File: src/rtl/isa_wait_pkg.sv
package isa_wait_pkg;
  typedef struct packed {
    logic data_hit;
    logic stat_hit;
  } port_hit_t;

  function automatic logic strobe_active(input logic rd_n, input logic wr_n);
    return (!rd_n) || (!wr_n);
  endfunction
endpackage

File: src/rtl/isa_rst_sync.sv
module isa_rst_sync #(
  parameter int STAGES = 2
) (
  input  logic clk,
  input  logic rst_n,
  output logic rst_sync_n
);
  logic [STAGES-1:0] shift_q;
  logic [STAGES-1:0] shift_d;

  always_comb begin
    shift_d = {shift_q[STAGES-2:0], 1'b1};
  end

  always_ff @(posedge clk or negedge rst_n) begin
    if (!rst_n) shift_q <= '0;
    else        shift_q <= shift_d;
  end

  assign rst_sync_n = shift_q[STAGES-1];
endmodule

File: src/rtl/isa_io_decode.sv
module isa_io_decode
  import isa_wait_pkg::*;
#(
  parameter int              ADDR_W    = 20,
  parameter logic [ADDR_W-1:0] DATA_PORT = 20'h00150,
  parameter logic [ADDR_W-1:0] STAT_PORT = 20'h00160
) (
  input  logic [ADDR_W-1:0] addr,
  input  logic              aen,
  input  logic              ior_n,
  input  logic              iow_n,
  output port_hit_t         hit
);
  localparam int NPORTS = 2;
  localparam logic [NPORTS-1:0][ADDR_W-1:0] PORTS = {DATA_PORT, STAT_PORT};

  logic              cycle_ok;
  logic [NPORTS-1:0] match;

  assign cycle_ok = !aen && strobe_active(ior_n, iow_n);

  for (genvar i = 0; i < NPORTS; i++) begin : g_cmp
    assign match[i] = cycle_ok && (addr == PORTS[i]);
  end

  assign hit.data_hit = match[1];
  assign hit.stat_hit = match[0];
endmodule

File: src/rtl/isa_wait_counter.sv
module isa_wait_counter #(
  parameter int CNT_W = 3
) (
  input  logic clk,
  input  logic clr_n,
  output logic done
);
  localparam logic [CNT_W-1:0] TERM = {CNT_W{1'b1}};

  logic [CNT_W-1:0] cnt_q;
  logic [CNT_W-1:0] cnt_d;
  logic             cnt_en;

  always_comb begin
    cnt_en = (cnt_q != TERM);
    cnt_d  = cnt_q + CNT_W'(1);
  end

  always_ff @(posedge clk or negedge clr_n) begin
    if (!clr_n)      cnt_q <= '0;
    else if (cnt_en) cnt_q <= cnt_d;
  end

  assign done = (cnt_q == TERM);

  assert_hold_term_R8: assert property (@(posedge clk) disable iff (!clr_n)
    done |=> done);

  assert_step_R7: assert property (@(posedge clk) disable iff (!clr_n)
    !done |=> (cnt_q == $past(cnt_q) + CNT_W'(1)));
endmodule

File: src/rtl/isa_wait_gen.sv
module isa_wait_gen
  import isa_wait_pkg::*;
#(
  parameter int                ADDR_W    = 20,
  parameter logic [ADDR_W-1:0] DATA_PORT = 20'h00150,
  parameter logic [ADDR_W-1:0] STAT_PORT = 20'h00160,
  parameter int                CNT_W     = 3,
  parameter int                SYNC_LEN  = 2
) (
  input  logic              bus_clk,
  input  logic              rst_n,
  input  logic [ADDR_W-1:0] addr,
  input  logic              aen,
  input  logic              ior_n,
  input  logic              iow_n,
  output logic              data_sel_n,
  output logic              stat_sel_n,
  output logic              xcvr_en_n,
  output logic              xcvr_dir,
  output logic              chrdy_oe,
  output logic              chrdy_out
);
  port_hit_t hit;
  logic      access;
  logic      rst_sync_n;
  logic      clr_n;
  logic      cnt_done;

  isa_rst_sync #(.STAGES(SYNC_LEN)) u_rst (
    .clk(bus_clk), .rst_n(rst_n), .rst_sync_n(rst_sync_n)
  );

  isa_io_decode #(.ADDR_W(ADDR_W), .DATA_PORT(DATA_PORT), .STAT_PORT(STAT_PORT)) u_dec (
    .addr(addr), .aen(aen), .ior_n(ior_n), .iow_n(iow_n), .hit(hit)
  );

  assign access = hit.data_hit || hit.stat_hit;
  assign clr_n  = rst_sync_n && access;

  isa_wait_counter #(.CNT_W(CNT_W)) u_cnt (
    .clk(bus_clk), .clr_n(clr_n), .done(cnt_done)
  );

  assign data_sel_n = !hit.data_hit;
  assign stat_sel_n = !hit.stat_hit;
  assign xcvr_en_n  = !access;
  assign xcvr_dir   = !ior_n;
  assign chrdy_oe   = access && rst_sync_n;
  assign chrdy_out  = cnt_done;

  assert_aen_blocks_R4: assert property (@(posedge bus_clk) disable iff (!rst_n)
    aen |-> (data_sel_n && stat_sel_n && !chrdy_oe));

  assert_idle_release_R6: assert property (@(posedge bus_clk) disable iff (!rst_n)
    (data_sel_n && stat_sel_n) |-> !chrdy_oe);

  assert_dir_read_R10: assert property (@(posedge bus_clk) disable iff (!rst_n)
    (!xcvr_en_n && !ior_n) |-> xcvr_dir);

  assert_wait_first_R9: assert property (@(posedge bus_clk) disable iff (!rst_n)
    $rose(chrdy_oe) |-> !chrdy_out);
endmodule

File: config.mk
export PLATFORM = sky130hd
export DESIGN_NAME = isa_wait_gen
export DESIGN_NICKNAME = d
export VERILOG_FILES = /design/src/rtl/isa_wait_pkg.sv /design/src/rtl/isa_rst_sync.sv /design/src/rtl/isa_io_decode.sv /design/src/rtl/isa_wait_counter.sv /design/src/rtl/isa_wait_gen.sv
export SDC_FILE = /design/constraint.sdc
export NUM_CORES = 1
export LEC_CHECK = 0
export CELL_PAD_IN_SITES_DETAIL_PLACEMENT = 1
export CELL_PAD_IN_SITES_GLOBAL_PLACEMENT = 2
export CORE_MARGIN = 2
export CORE_UTILIZATION = 15
export CTS_BUF_LIST = sky130_fd_sc_hd__clkbuf_8 sky130_fd_sc_hd__clkbuf_16
export DETAILED_ROUTE_END_ITERATION = 8
export PLACE_DENSITY_LB_ADDON = 0.15
export SLEW_MARGIN = 20
export SYNTH_ARGS = -nofsm -noshare
export SYNTH_HDL_FRONTEND = slang
export SYNTH_SLANG_ARGS = --single-unit
File: constraint.sdc
create_clock -name bus_clk -period 2.7 [get_ports bus_clk]
set_input_delay 0.54 -clock bus_clk [delete_from_list [all_inputs] [get_ports bus_clk]]
set_output_delay 0.54 -clock bus_clk [all_outputs]
set_load 0.05 [all_outputs]
==> summary.txt <==
Arr. time, crit path = 2.10 ns
Worst Path Required = 2.16 ns
core area = 0.00196 mm²
row count = 16
FF+latch count, synth = 5
Post-Syn Area per Cell = 11.1 µm²
first-pass GRT wire length = 1790 µm
Setup WS post-layout = 0.0631 ns
status = complete, no violations
Pwr per Cell Area = 345 mW/mm²
min-delay src = u_rst.shift_q[0]$_DFF_PN0_
overall routing resource usage = 9.63%
WL/cell = 11.2 µm
share of synthesized registers carrying an async set or reset = 100%
area of the multi-input gates = 218 µm²
routability cong. = 0.590
H-Tree Depth = 1
Clock Pin Slew Worst Setup and Hold Paths = 0.04 ns
Starting Density = 15.8%
Vias = 353
Final Max Slew Viols = 0
largest net degree at the start of global routing = 5
crit path max fanout = 4
flop-to-flop setup slack = 1.46 ns
post-synthesis sequential area ratio = 40.3%
num ports = 31
Hold Path Sink = u_rst.shift_q[1]$_DFF_PN0_
max_cap viols = 0
Vias/cell = 3.84
clk_lat worst skew = 0.23 ns
RSZ-0062 raised after global routing = no
Hold Slack = 0.337 ns
DIE HEIGHT = 49.5 µm
top cells by area, synth = dfrtp_1, ha_1, nor4_2, mux2_2, or4_1
synthesized area = 310 µm²
clock sink total = 5
Clock Tree Buf Depth = 2
total grt overflow = 0
EDFF count, synth = 0
Reg2Reg Launch Point = u_cnt.cnt_q[0]$_DFFE_PN0N_
area growth from synthesis to layout = 150%
ANT nets after route = 0
Synthesized Nets = 55
die area = 0.00245 mm²
crit start category = primary input
Setup violations, final = 0
clk root buf = clkbuf_8
TritonCTS Buffers = 3
vias in the first global route = 411
top post-synthesis cells by count = dfrtp_1, or4_1
Worst Setup Slack post-DPL = 0.0127 ns
drt pass-1 iters = 4
Synth warnings = 0
port bufs = 30
DR iter-0 viols = 2
postcts setup bufs = 0
final wirelength = 1030 µm
hold-critical path depth = 0
TritonCTS clock tree = built
critical path class = primary input to primary output
Filler Cell Count = 235
ant diodes = 0
fin crit share = 97.7%
die width = 49.5 µm
Final Hold Viols = 0
area share of the largest cell type after synthesis = 40.3%
most used flip-flop cell after synthesis = dfrtp_1
Crit Reg-Reg Endpoint = u_cnt.cnt_q[1]$_DFFE_PN0N_
layout cell share with drive strength beyond 1 = 33.8%
FMAX = 379 MHz
Setup TNS = 0 ns
HPWL Detailed = 827 µm
Max Clock Skew = 0.00391 ns
Max IR drop VDD = 0.000263 V
antenna violations before repair = 0
Reg area = 125 µm²
Mapped Cells = 28
leakage = 0.308 nW
Worst Hold Class = flop to flop
fin nets = 93
count leader, synth = dfrtp_1
area leader, netlist = dfrtp_1
r2r worst-path depth = 3
crit path time final = 2.64 ns
DRC violations left = 0
Worst Setup End Kind = primary output
Synth cell types = 15
-- per-layer routing --
metal	wire, µm	track usage [%]	vias to the layer above
li1	-	-	177
met1	401	10.3	161
met2	521	16.0	12
met3	95	4.85	3
met4	14	4.17	0
met5	0	0	-
-- worst max-delay path by stage --
stage             start          to  slack [ns]  cells after the start
2_1_floorplan  addr[17]    chrdy_oe        0.27                      3
3_3_place_gp   addr[13]  data_sel_n       0.008                      5
3_5_place_dp   addr[13]  data_sel_n        0.01                      5
4_1_cts        addr[13]  data_sel_n       0.009                      5
5_1_grt        addr[17]    chrdy_oe       0.005                      5
6_report        addr[1]  data_sel_n        0.06                      5
-- worst max-delay path, stage by stage --
cell and delay [ns]:
clkdlybuf4s50_1 0.41, nor4_2 0.28, nand2_1 0.15, or4_4 0.54
buf_8 0.17
-- power breakdown --
part,total [mW],leakage [nW],switching (mW),internal (mW)
clock,0.139,0.0269,0.0407,0.0978
sequential,0.0772,0.0583,0.000299,0.0769
combinational,0.0517,0.222,0.0156,0.0360
total,0.267,0.308,0.0567,0.211
-- state kept, by name, summed over array words and instances (netlist names) --
register	cells
u_rst.shift_q	2
u_cnt.cnt_q	3
-- cell usage in the layout, fill, tap and decap left out --
cell and count:
dfrtp_1 5, and4bb_2 1, conb_1 1, nor4_4 1, nor4_2 2, clkbuf_8 3
clkdlybuf4s50_1 23, or3_1 1, xnor2_1 2, nand2_1 2, buf_12 1, nor3b_1 1
mux2_2 2, ha_1 2, dlymetal6s2s_1 2, inv_1 2, nand3_2 1, buf_4 4
nand2b_1 2, buf_8 3, or4_4 3, nor3b_2 1
-- stage by stage --
step                      util (%)  power [mW]  area [µm²]  instances
after global routing          39.5       0.283         776         92
after floorplan                  -      0.0874         315         28
after global placement        34.2       0.127         672         88
after CTS                     36.5       0.272         717         92
final                         39.5       0.267         776         92
after detailed placement      34.2       0.127         672         88
-- final cells by class --
| class | count | share of cell area (%) |
|---|---|---|
| Timing Repair Buffer | 33 | 45.2 |
| Sequential cell | 5 | 16.1 |
| Inverter | 1 | 0.484 |
| Multi-Input combinational cell | 22 | 28.1 |
| Tap cell | 27 | 4.35 |
| Clock inverter | 1 | 0.484 |
| Clock buffer | 3 | 5.32 |
-- kinds of logic (layout without fill, tap and decap cells) --
group                      Yosys count  count (layout)  share of synthesized area (%)
and+or+nand+nor                     15              15                           36.3
DFF                                  5               5                           40.3
adders and majority gates            2               2                           8.06
xor gates and xnor gates             2               2                           5.65
muxes                                2               2                           7.26
other                                1               1                           1.21
buffers and inverters                1              38                           1.21
-- repair_timing --
| action | 4_1_cts | 5_1_grt |
|---|---|---|
| hold buffers | 0 | 0 |
| endpoints found under the setup margin | 0 | 4 |
| resized for setup | 0 | 14 |
(Power assumes the default switching activity.)
